<file path="src/rtl/sarx_pkg.sv">
package sarx_pkg;
  typedef enum logic [1:0] {
    FMT_I2S      = 2'd0,
    FMT_LJ       = 2'd1,
    FMT_RJ_FULL  = 2'd2,
    FMT_RJ_SHORT = 2'd3
  } fmt_e;
endpackage

</file>
<file path="src/rtl/sarx_sync.sv">
// Brings the asynchronous serial pins into the clk domain and flags rising
// bit-clock edges. All pins pass through the same depth so they stay aligned.
module sarx_sync #(
  parameter int LANES  = 3,
  parameter int STAGES = 2
) (
  input  logic             clk,
  input  logic             rst,
  input  logic             bclk_in,
  input  logic             ws_in,
  input  logic [LANES-1:0] sd_in,
  output logic             rise,
  output logic             ws_s,
  output logic [LANES-1:0] sd_s
);
  logic             b_pipe [STAGES];
  logic             w_pipe [STAGES];
  logic [LANES-1:0] d_pipe [STAGES];
  logic             b_last;

  always_ff @(posedge clk) begin
    if (rst) begin
      for (int i = 0; i < STAGES; i++) begin
        b_pipe[i] <= 1'b0;
        w_pipe[i] <= 1'b0;
        d_pipe[i] <= '0;
      end
      b_last <= 1'b0;
    end else begin
      b_pipe[0] <= bclk_in;
      w_pipe[0] <= ws_in;
      d_pipe[0] <= sd_in;
      for (int i = 1; i < STAGES; i++) begin
        b_pipe[i] <= b_pipe[i-1];
        w_pipe[i] <= w_pipe[i-1];
        d_pipe[i] <= d_pipe[i-1];
      end
      b_last <= b_pipe[STAGES-1];
    end
  end

  assign rise = b_pipe[STAGES-1] & ~b_last;
  assign ws_s = w_pipe[STAGES-1];
  assign sd_s = d_pipe[STAGES-1];
endmodule

</file>
<file path="src/rtl/sarx_framer.sv">
// Tracks the bit position inside each word-select half and decides when the
// lanes shift, when a left word is captured and when a frame is released.
module sarx_framer
  import sarx_pkg::*;
#(
  parameter int SAMPLE_W = 24,
  parameter int CNT_W    = 6
) (
  input  logic clk,
  input  logic rst,
  input  fmt_e fmt,
  input  logic rise,
  input  logic ws_s,
  output logic shift_en,
  output logic cap_left,
  output logic emit
);
  localparam logic [CNT_W-1:0] CNT_MAX = '1;
  localparam logic [CNT_W-1:0] WORD_C  = CNT_W'(SAMPLE_W);

  logic             primed, started, have_left, ws_prev;
  logic [CNT_W-1:0] pos, pos_cur;
  logic             change, prev_left, in_win;

  always_comb begin
    change    = rise && primed && (ws_s != ws_prev);
    pos_cur   = change ? '0 : pos;
    prev_left = (fmt == FMT_I2S) ? ~ws_prev : ws_prev;
    case (fmt)
      FMT_I2S: in_win = (pos_cur != '0) && (pos_cur <= WORD_C);
      FMT_LJ:  in_win = (pos_cur < WORD_C);
      default: in_win = 1'b1;  // right-justified: keep the newest bits
    endcase
    shift_en = rise && in_win;
    cap_left = change && started && prev_left;
    emit     = change && started && !prev_left && have_left;
  end

  always_ff @(posedge clk) begin
    if (rst) begin
      primed    <= 1'b0;
      started   <= 1'b0;
      have_left <= 1'b0;
      ws_prev   <= 1'b0;
      pos       <= '0;
    end else if (rise) begin
      primed  <= 1'b1;
      ws_prev <= ws_s;
      pos     <= (pos_cur == CNT_MAX) ? CNT_MAX : pos_cur + 1'b1;
      if (change) started <= 1'b1;
      if (cap_left)  have_left <= 1'b1;
      else if (emit) have_left <= 1'b0;
    end
  end
endmodule

</file>
<file path="src/rtl/sarx_lane.sv">
// One serial lane: shift register, left hold and registered sample outputs.
module sarx_lane
  import sarx_pkg::*;
#(
  parameter int SAMPLE_W = 24,
  parameter int SHORT_W  = 20
) (
  input  logic                clk,
  input  logic                rst,
  input  fmt_e                fmt,
  input  logic                sd,
  input  logic                shift_en,
  input  logic                cap_left,
  input  logic                emit,
  output logic [SAMPLE_W-1:0] left_q,
  output logic [SAMPLE_W-1:0] right_q
);
  localparam int EXT_W = SAMPLE_W - SHORT_W;

  logic [SAMPLE_W-1:0] sreg, left_hold, word;

  always_comb begin
    if (fmt == FMT_RJ_SHORT)
      word = {{EXT_W{sreg[SHORT_W-1]}}, sreg[SHORT_W-1:0]};
    else
      word = sreg;
  end

  always_ff @(posedge clk) begin
    if (rst) begin
      sreg      <= '0;
      left_hold <= '0;
      left_q    <= '0;
      right_q   <= '0;
    end else begin
      if (shift_en) sreg <= {sreg[SAMPLE_W-2:0], sd};
      if (cap_left) left_hold <= word;
      if (emit) begin
        left_q  <= left_hold;
        right_q <= word;
      end
    end
  end
endmodule

</file>
<file path="src/rtl/serial_audio_rx.sv">
module serial_audio_rx
  import sarx_pkg::*;
#(
  parameter int LANES    = 3,
  parameter int SAMPLE_W = 24,
  parameter int SHORT_W  = 20,
  parameter int SYNC_STG = 2
) (
  input  logic                      clk,
  input  logic                      rst,
  input  logic [1:0]                mode,
  input  logic                      bclk,
  input  logic                      ws,
  input  logic [LANES-1:0]          sdata,
  output logic [LANES*SAMPLE_W-1:0] left_out,
  output logic [LANES*SAMPLE_W-1:0] right_out,
  output logic                      frame_valid
);
  localparam int CNT_W = $clog2(SAMPLE_W + 2) + 1;
  localparam int EXT_W = SAMPLE_W - SHORT_W + 1;

  fmt_e             fmt;
  logic             rise, ws_s, shift_en, cap_left, emit;
  logic [LANES-1:0] sd_s;

  assign fmt = fmt_e'(mode);

  sarx_sync #(.LANES(LANES), .STAGES(SYNC_STG)) u_sync (
    .clk(clk), .rst(rst), .bclk_in(bclk), .ws_in(ws), .sd_in(sdata),
    .rise(rise), .ws_s(ws_s), .sd_s(sd_s)
  );

  sarx_framer #(.SAMPLE_W(SAMPLE_W), .CNT_W(CNT_W)) u_framer (
    .clk(clk), .rst(rst), .fmt(fmt), .rise(rise), .ws_s(ws_s),
    .shift_en(shift_en), .cap_left(cap_left), .emit(emit)
  );

  for (genvar l = 0; l < LANES; l++) begin : g_lane
    sarx_lane #(.SAMPLE_W(SAMPLE_W), .SHORT_W(SHORT_W)) u_lane (
      .clk(clk), .rst(rst), .fmt(fmt), .sd(sd_s[l]),
      .shift_en(shift_en), .cap_left(cap_left), .emit(emit),
      .left_q(left_out[l*SAMPLE_W +: SAMPLE_W]),
      .right_q(right_out[l*SAMPLE_W +: SAMPLE_W])
    );

    // short right-justified samples carry their sign into the top bits
    p_short_sext_r5: assert property (@(posedge clk) disable iff (rst)
      (frame_valid && fmt == FMT_RJ_SHORT) |->
        (right_out[l*SAMPLE_W+SHORT_W-1 +: EXT_W] == '0 ||
         right_out[l*SAMPLE_W+SHORT_W-1 +: EXT_W] == '1));
  end

  always_ff @(posedge clk) begin
    if (rst) frame_valid <= 1'b0;
    else     frame_valid <= emit;
  end

  p_reset_clear_r1: assert property (@(posedge clk) disable iff (rst)
    $past(rst) |-> (!frame_valid && left_out == '0 && right_out == '0));

  p_valid_single_r7: assert property (@(posedge clk) disable iff (rst)
    frame_valid |=> !frame_valid);

  p_valid_after_edge_r7: assert property (@(posedge clk) disable iff (rst)
    frame_valid |-> $past(rise));
endmodule

</file>
<file path="config.mk">
export PLATFORM = sky130hd
export DESIGN_NAME = serial_audio_rx
export DESIGN_NICKNAME = d
export VERILOG_FILES = /design/src/rtl/sarx_pkg.sv /design/src/rtl/sarx_sync.sv /design/src/rtl/sarx_framer.sv /design/src/rtl/sarx_lane.sv /design/src/rtl/serial_audio_rx.sv
export SDC_FILE = /design/constraint.sdc
export NUM_CORES = 1
export LEC_CHECK = 0
export CAP_MARGIN = 10
export CORE_MARGIN = 2
export CORE_UTILIZATION = 54
export CTS_CLUSTER_SIZE = 20
export DETAILED_ROUTE_END_ITERATION = 6
export GPL_ROUTABILITY_DRIVEN = 1
export PLACE_DENSITY = 0.79
export SYNTH_ARGS = -nofsm -noshare
export SYNTH_HDL_FRONTEND = slang
export SYNTH_HIERARCHICAL = 1
export SYNTH_SLANG_ARGS = --single-unit
</file>
<file path="constraint.sdc">
create_clock -name clk -period 3.61 [get_ports clk]
set_input_delay 0.5415 -clock clk [delete_from_list [all_inputs] [get_ports clk]]
set_output_delay 0.5415 -clock clk [all_outputs]
set_load 0.02 [all_outputs]
</file>
# Word-level counts from Yosys, hierarchy flattened
# Memories as Yosys holds them, arrays and structs flattened. A register that Yosys moved wholly into a read port is not among the register bits.
# Cells that the tools add are included.
[classes] n_addsub=1 n_lt_le_gt_ge=2 n_eq_ne=4 n_mux=18 bitwise=9 reduce_logical=14
[ops] operator="$mux W24" n=3
[ops] operator="$mux W6" n=2
[ops] operator="$mux W1" n=10
[ops] operator="$logic_and A1 B1 Y1" n=8
[ops] operator="$add A6 B1 Y6 const B" n=1
[ops] operator="$eq A6 B6 Y1 const B" n=1
[ops] operator="$le A6 B5 Y1 const B" n=1
[ops] operator="$lt A6 B5 Y1 const B" n=1
[ops] operator="$mux W3" n=2
[ops] operator="$or A1 B1 Y1" n=6
[ops] operator="$reduce_bool A6 Y1" n=1
[ops] operator="$reduce_and A2 Y1" n=2
[ops] operator="$eq A2 B1 Y1 const B" n=1
[ops] operator="$eq A2 B2 Y1 const B" n=1
[ops] operator="$logic_not A2 Y1" n=1
[ops] operator="$not A1 Y1" n=2
[ops] operator="$pmux W1 S2" n=1
[ops] operator="$reduce_bool A2 Y1" n=1
[ops] operator="$and A1 B1 Y1" n=1
[ops] operator="$logic_not A1 Y1" n=1
[ops] operator="$ne A1 B1 Y1" n=1
[word_totals] reg_bits=300 ramBits=10 in_bits=9 out_inout_bits=145 wordCells=70 n_memories=3
[mem_list] memory="u_sync.d_pipe" depth=2 width=3 read_ports=2 rd_ports_with_merged_regs=1 write_ports=2 line_no="sarx_sync.sv:18" text="logic [LANES-1:0] d_pipe [STAGES];"
[mem_list] memory="u_sync.b_pipe" depth=2 width=1 read_ports=2 rd_ports_with_merged_regs=0 write_ports=2 line_no="sarx_sync.sv:16" text="logic b_pipe [STAGES];"
[mem_list] memory="u_sync.w_pipe" depth=2 width=1 read_ports=2 rd_ports_with_merged_regs=0 write_ports=2 line_no="sarx_sync.sv:17" text="logic w_pipe [STAGES];"

# Logic depth before layout (Yosys ltp)
# Gate-level depths: netlist of run 1.
[logic_depth] depth_word=9 mapped_depth=12 mapped_depth_nobuf=10

# By module
# Netlist of run 1, hierarchy kept.
[modules_own_cells] mod="sarx_lane" n_inst=3 cells_per_inst=316 area_each_um2=3487.1 seq_area_each_um2=1921.8
[modules_own_cells] mod="sarx_framer" n_inst=1 cells_per_inst=70 area_each_um2=595.6 seq_area_each_um2=200.2
[modules_own_cells] mod="sarx_sync" n_inst=1 cells_per_inst=27 area_each_um2=366.6 seq_area_each_um2=220.2
[modules_own_cells] mod="serial_audio_rx" n_inst=1 cells_per_inst=2 area_each_um2=33.8 seq_area_each_um2=20.0

# Least setup slack after synthesis of run 1
# OpenSTA, ideal clock, no wires.
[synth_path] path_type="flip-flop to flip-flop" startpoint="memory u_sync.b_pipe[1][0] (netlist: u_sync/b_pipe[0][1])" endpoint="register g_lane[0].u_lane.sreg[10]" setup_time_ps=128 t_arrival_ps=2489 required_time_ps=3482 slack_ps=994 stages_incl_launch_ff=13 path_buffers=2 synth_period_minus_slack_ps=2616 path_cell_list="dfxtp_1 nor2b_1 and2_1 nand2_1 nand2_1 ha_1 or4b_1 a31oi_1 o221a_2 buf_4 buf_6 mux2i_1 nor2_1"
[synth_lines] item="from (decl)" line_no="sarx_sync.sv:16"
[synth_lines] item="to (signal assigned)" line_no="sarx_lane.sv:36" text="if (shift_en) sreg <= {sreg[SAMPLE_W-2:0], sd};"
[synth_lines] item="to (decl)" line_no="sarx_lane.sv:20" text="logic [SAMPLE_W-1:0] sreg, left_hold, word;"

# Final worst setup path of run 1
[layout_path] startpoint="register u_framer.ws_prev" endpoint="register g_lane[0].u_lane.sreg[6]"
[layout_between] elab_chain_cells=7 elab_cells_between_ends=9 classes_between="order compare: 2; eq/ne: 1; mux: 2; reduce/logical: 4"
[layout_lines] item="from (decl)" line_no="sarx_framer.sv:21" text="logic primed, started, have_left, ws_prev;"
[layout_lines] item="from (signal assigned)" line_no="sarx_framer.sv:48" text="ws_prev <= ws_s;"
[layout_lines] item="$ne A1 B1 Y1 *" line_no="sarx_framer.sv:26" text="change = rise && primed && (ws_s != ws_prev);"
[layout_lines] item="$logic_and A1 B1 Y1 *" line_no="sarx_framer.sv:26"
[layout_lines] item="$mux W6 *" line_no="sarx_framer.sv:27" text="pos_cur = change ? '0 : pos;"
[layout_lines] item="$le A6 B5 Y1 or $reduce_bool A6 Y1 (tied branches)" line_no="sarx_framer.sv:30" text="FMT_I2S: in_win = (pos_cur != '0) && (pos_cur <= WORD_C);"
[layout_lines] item="$logic_and A1 B1 Y1" line_no="sarx_framer.sv:30"
[layout_lines] item="$pmux W1 S2 *" line_no="sarx_framer.sv:29" text="case (fmt)"
[layout_lines] item="$logic_and A1 B1 Y1 *" line_no="sarx_framer.sv:34" text="shift_en = rise && in_win;"
[layout_lines] item="named net shift_en" line_no="serial_audio_rx.sv:23" text="logic rise, ws_s, shift_en, cap_left, emit;"
# The timed path passes the listed nets; every way through them passes the cells marked *.
# A chain may end at the register's enable or synchronous reset.

==> results of run 1 <==
[cell type report]
| cell class | count | area share [%] |
|---|---|---|
| Sequential cell | 310 | 44.33 |
| Clock inverter | 11 | 1.171 |
| Timing Repair Buffer | 171 | 12.66 |
| Inverter | 1 | 0.02681 |
| Multi-Input combinational cell | 659 | 33.25 |
| Clock buffer | 44 | 6.105 |
| Tap cell | 275 | 2.458 |
[metal layers]
layer	wire length, um	vias to the layer above	global-route usage, %
met3	1183	22	3.902
met1	10470	3609	27.07
met5	0	-	0
met4	282	0	4.009
li1	-	3815	-
met2	10070	170	30.55
[critical path, delay by kind of cell (launching register included)]
family | cells | cell delay [ns]
compound gates | 2 | 0.68
xor+xnor | 1 | 0.34
simple gates | 4 | 0.86
fa+ha+maj | 1 | 0.16
flops | 1 | 0.41
mux | 1 | 0.22
buf+inv | 1 | 0.23
[kinds of logic after synthesis]
logic type / after synthesis / share of synthesized area (%)
multiplexers: 265 / 23.15
AND/OR/NAND/NOR: 332 / 12.24
flip-flops: 310 / 54.17
buffers and inverters: 78 / 5.351
adder cells (fa/ha/maj): 2 / 0.2184
XOR/XNOR: 3 / 0.2294
AO/OA/AOI/OAI: 57 / 4.642
[cell usage in the layout (no fill, tap or decap), types with 3 or more instances in the layout]
cell type	instances
a311oi_2	6
clkbuf_16	31
a21bo_2	3
dfxtp_1	310
clkbuf_8	3
clkinv_2	4
nand3_4	3
nor2_1	297
mux2i_1	265
buf_4	10
clkdlybuf4s50_1	152
nor2b_2	8
a311oi_1	21
clkbuf_1	10
bufinv_16	4
nor2b_4	3
a31oi_1	4
and2_1	3
nand2_1	7
buf_12	8
a21bo_1	9
[state kept, by name, summed over array words and instances (netlist names), 2 cells and up]
name	cells
g_lane.u_lane/right_q	72
u_sync/b_pipe	2
g_lane.u_lane/left_hold	72
u_framer/pos	6
g_lane.u_lane/left_q	72
g_lane.u_lane/sreg	72
u_sync/w_pipe	2
u_sync/d_pipe	6
[cell usage after synthesis (3+ instances only)]
cell,n,area [um2]
dfxtp_1,310,6206
nor2_1,297,1115
mux2i_1,265,2653
buf_6,26,292.8
buf_2,25,125.1
a311oi_1,21,183.9
buf_4,12,90.09
clkbuf_1,10,37.54
a21bo_1,9,90.09
nor2b_2,8,70.07
nand2_1,7,26.28
a311oi_2,6,90.09
a31oi_1,4,25.02
a21bo_2,3,30.03
and2_1,3,18.77
buf_12,3,60.06
nand3_4,3,52.55
nor2b_4,3,41.29
[through the flow]
stage | setup WS (ns) | power (uW)
floorplan | 0.9937 | 3611
global placement | 0.6080 | 3643
detailed placement | 0.5231 | 3644
CTS | 0.5446 | 6822
global route | 0.2732 | 6968
finish | 0.5571 | 6745
[where the power goes]
group / internal [uW] / switching [uW] / leakage, uW / total (uW)
logic: 44.3 / 89.9 / 0.00166 / 134
clock network: 1920 / 1250 / 0.000492 / 3180
registers: 3430 / 4.31 / 0.00250 / 3430
[how the worst max path moves through the flow]
| stage | startpoint | to | slack, ns | cells past startpoint |
|---|---|---|---|---|
| 2_1_floorplan | u_sync/b_pipe[0][1] | g_lane[0].u_lane/sreg[10] | 0.99 | 12 |
| 4_1_cts | u_framer/ws_prev | g_lane[0].u_lane/sreg[6] | 0.54 | 10 |
| 5_1_grt | u_framer/ws_prev | g_lane[1].u_lane/sreg[22] | 0.27 | 10 |
| 3_5_place_dp | mode[0] | g_lane[0].u_lane/sreg[6] | 0.52 | 7 |
| 6_report | u_framer/ws_prev | g_lane[0].u_lane/sreg[6] | 0.56 | 10 |
| 3_3_place_gp | mode[1] | g_lane[2].u_lane/left_q[13] | 0.61 | 7 |
==> results.sh, run 1 <==
export IMPL_antenna_found_initial=0
export IMPL_critPathArrivalTime_ns=3.45
export IMPL_final_setup_tns_ns=0
export IMPL_cts_setup_buffers=0
export IMPL_multi_input_area_um2=4654
export IMPL_synth_seq_cells=310
export IMPL_fill_cells=1680
export IMPL_grt_pass1_wl_um=35980
export IMPL_die_area_um2=22400
export IMPL_vias=7616
export IMPL_grt_pass1_vias=7080
export IMPL_critPathSlowestCell="o221a_4"
export IMPL_finClkSkew_ns=0.009959
export IMPL_cp_common_cell="nand2_1"
export IMPL_netlist_area_um2=11460
export IMPL_period_needed_ns=3.053
export IMPL_antenna_left=0
export IMPL_cts_tree="done"
export IMPL_synth_ff_type="dfxtp_1"
export IMPL_core_area_um2=20960
export IMPL_leakagePower_uw=0.004655
export IMPL_syn_avg_cell_area_um2=10.94
export IMPL_rows=53
export IMPL_grt_max_degree=110
export IMPL_final_area_um2=14000
export IMPL_worstReg2RegStart="u_framer/ws_prev"
export IMPL_synth_cell_types=44
export IMPL_detail_route_wl_per_cell_um=14.96
export IMPL_fmax_mhz=327.6
export IMPL_worstMarginPinSlew_ns=0.7363
export IMPL_initial_utilization_pct=54.68
export IMPL_reg2reg_depth=10
export IMPL_syn_nets=1058
export IMPL_end_kind="flip-flop"
export IMPL_final_max_slew_violation_count=0
export IMPL_syn2layout_area_growth_pct=22.18
export IMPL_remaining_drc_errors=0
export IMPL_dieHeight_um=149.7
export IMPL_worstPathMaxFanout=19
export IMPL_hold_end="u_sync/d_pipe[0][5]"
export IMPL_n_antenna_cell=0
export IMPL_hold_path_depth=1
export IMPL_hpwl_um=13860
export IMPL_reg2reg_to="g_lane[0].u_lane/sreg[6]"
export IMPL_numClockSinks=310
export IMPL_register_area_um2=6206
export IMPL_cts_hold_fix_buffers=0
export IMPL_ios=154
export IMPL_max_slew_margin_rel_pct=50.92
export IMPL_power_density_nw_per_um2=481.9
export IMPL_fin_hold_ws_ns=0.4370
export IMPL_setup_viol=0
export IMPL_viasPerCell=5.177
export IMPL_min_from="u_sync/d_pipe[0][2]"
export IMPL_clock_path_buffers=3
export IMPL_start_kind="flip-flop"
export IMPL_clkTransAtPathRegs_ns=0.06
export IMPL_nNetsFinal=1185
export IMPL_finalCritPeriodShare_pct=84.57
export IMPL_syn_inst=1047
export IMPL_overflow=0
export IMPL_finalHoldViolCount=0
export IMPL_critical_path_class="reg -> reg"
export IMPL_placed_cell_area_um2=12980
export IMPL_drtPass1Iterations=5
export IMPL_cpPeakStageDelay_ns=0.44
export IMPL_drt_iter0_drc=309
export IMPL_async_reset_ff_share_pct=0
export IMPL_instances_no_fill=1471
export IMPL_cp_required_ns=4.01
export IMPL_cts_buffers=31
export IMPL_io_buffers=153
export IMPL_post_route_util_pct=66.80
export IMPL_yosysWarnings=6
export IMPL_insertion_delay_ns=0.54
export IMPL_rsz0062_at_grt="no"
export IMPL_fp_dieW_um=149.7
export IMPL_synth_edff_count=0
export IMPL_reg2reg_setup_slack_ns=0.56
export IMPL_ys_seq_area_share_pct=54.17
export IMPL_cts_root_buffer="clkbuf_16"
export IMPL_crit_chain="xor2_1 > nand2_1 > nand2_1 > ha_1 > or4b_1 > a31oi_1 > o221a_4 > buf_12 > mux2i_1 > nor2_1"
export IMPL_htree_levels=1
export IMPL_drive_gt1_share_pct=7.776
export IMPL_status="finished, final reports clean"
export IMPL_placedCellCount=1416
export IMPL_maxCapViolCount=0
export IMPL_ir_worst_vdd_mv=0.3443
export IMPL_grt_total_usage_pct=19.15
export IMPL_drt_wl_total_um=22010
export IMPL_hp_class="reg -> reg"
export IMPL_gp_congestion=0.7237
export IMPL_cts_resized=0
Power figures use the tool's default switching activity.
==> inputs of run 2 (changes only) <==
clock period = 2.9 ns   (was 3.61 ns; I/O delays follow)
==> results.sh, run 2 (same netlist as run 1, synthesis figures left out) <==
export IMPL_status="finished, final reports clean"
export IMPL_cts_root_buffer="clkbuf_16"
export IMPL_finalCritPeriodShare_pct=93.70
export IMPL_end_kind="flip-flop"
export IMPL_max_slew_margin_rel_pct=43.70
export IMPL_drt_wl_total_um=22380
export IMPL_leakagePower_uw=0.004702
export IMPL_cts_tree="done"
export IMPL_mostFrequentLayoutCells="dfxtp_1, nor2_1, mux2i_1"
export IMPL_io_buffers=153
export IMPL_htree_levels=1
export IMPL_final_common_cell="dfxtp_1"
export IMPL_dieHeight_um=149.7
export IMPL_ir_worst_vdd_mv=0.4823
export IMPL_final_area_um2=14070
export IMPL_ios=154
export IMPL_grt_pass1_wl_um=36550
export IMPL_syn2layout_area_growth_pct=22.85
export IMPL_grt_pass1_vias=7248
export IMPL_numClockSinks=310
export IMPL_busiest_layer="met2"
export IMPL_worstMarginPinSlew_ns=0.8445
export IMPL_rows=53
export IMPL_cp_required_ns=3.31
export IMPL_setup_viol=0
export IMPL_placed_cell_area_um2=13030
export IMPL_maxCapViolCount=0
export IMPL_setup_ws_ns=0.1827
export IMPL_grt_use_met2_pct=31.54
export IMPL_post_route_util_pct=67.17
export IMPL_met3_usage_pct=3.598
export IMPL_period_needed_ns=2.717
export IMPL_grt_max_degree=131
export IMPL_clkTransAtPathRegs_ns=0.06
export IMPL_vias=7647
export IMPL_overflow=0
export IMPL_viasPerCell=5.174
export IMPL_cts_hold_fix_buffers=0
export IMPL_dp_slack_ns=0.1931
export IMPL_antenna_found_initial=1
export IMPL_critical_path_class="reg -> reg"
export IMPL_clock_path_buffers=3
export IMPL_insertion_delay_ns=0.55
export IMPL_start_kind="flip-flop"
export IMPL_critPathArrivalTime_ns=3.12
export IMPL_final_setup_tns_ns=0
export IMPL_cts_buffers=31
export IMPL_fill_cells=1658
export IMPL_hpwl_um=14050
export IMPL_initial_utilization_pct=54.68
export IMPL_gp_congestion=0.8185
export IMPL_drtPass1Iterations=4
export IMPL_power_density_nw_per_um2=599.8
export IMPL_drive_gt1_share_pct=8.652
export IMPL_die_area_um2=22400
export IMPL_grt_use_met1_pct=27.27
export IMPL_worstPathMaxFanout=20
export IMPL_remaining_drc_errors=0
export IMPL_hp_class="in -> reg"
export IMPL_nNetsFinal=1188
export IMPL_fmax_mhz=368.0
export IMPL_finalHoldViolCount=0
export IMPL_fp_dieW_um=149.7
export IMPL_core_area_um2=20960
export IMPL_grt_total_usage_pct=19.58
export IMPL_antenna_left=0
export IMPL_cts_resized=0
export IMPL_cts_setup_buffers=0
export IMPL_detail_route_wl_per_cell_um=15.14
export IMPL_final_max_slew_violation_count=0
export IMPL_rsz0062_at_grt="no"
export IMPL_finClkSkew_ns=0.02604
export IMPL_drt_iter0_drc=345
run 2: changes by cell type in the layout (fill, tap and decap cells not counted), sizes merged:
| cell | delta |
|---|---|
| clkinv | +6 |
| buf | +3 |
| clkbuf | -2 |
| bufinv | -1 |
| diode | +1 |
run 2: worst max-delay path, stage by stage, from the launching register on:
cell and delay, ns:
dfxtp_1 0.42, xor2_1 0.22, nand2_1 0.19, nand2_1 0.12, ha_1 0.16, or4b_1 0.43
a31oi_1 0.22, o221a_4 0.30, buf_12 0.20, mux2i_1 0.23, nor2_1 0.06
run 2: report_power, final:
part	internal [uW]	total, uW	switching [uW]	leakage, uW
sequential	4270	4270	5.56	0.00250
combinational	61.0	176	115	0.00169
clock	2380	3990	1610	0.000517
run 2: path summary, 6_finish.rpt:
check / from / endpoint / slack, ns / cells after the start
min: rst / g_lane[0].u_lane/left_q[3] / 0.37 / 2
min reg2reg: u_sync/d_pipe[0][1] / u_sync/d_pipe[0][4] / 0.44 / 1
max reg2reg: u_framer/ws_prev / g_lane[1].u_lane/sreg[4] / 0.18 / 10
max: u_framer/ws_prev / g_lane[1].u_lane/sreg[4] / 0.18 / 10
run 2: area by class of cell:
type	instances	area [um2]	area share, %
inverters	1	3.754	0.02667
clock buffers	42	877.1	6.232
clock inverters	16	163.9	1.165
well taps	275	344.1	2.445
multi-input cells	659	4654	33.07
flip-flops and latches	310	6206	44.09
repair buffers	174	1823	12.95
diodes	1	2.502	0.01778
run 2: metal layers:
metal,share of wire [%],vias to the layer above
li1,-,3817
met4,2.2,0
met5,0,-
met3,4.5,36
met1,48,3651
met2,46,143
run 2: metrics by stage:
stage / total power [uW] / instances / hold WS [ns]
6_report: 8442 / 1478 / 0.3654
5_1_grt: 8721 / 1478 / 0.4172
4_1_cts: 8536 / 1477 / 0.3877
3_5_place_dp: 4543 / 1419 / 0.4290
3_3_place_gp: 4543 / 1419 / 0.4306
2_1_floorplan: 4495 / 1047 / 0.4148
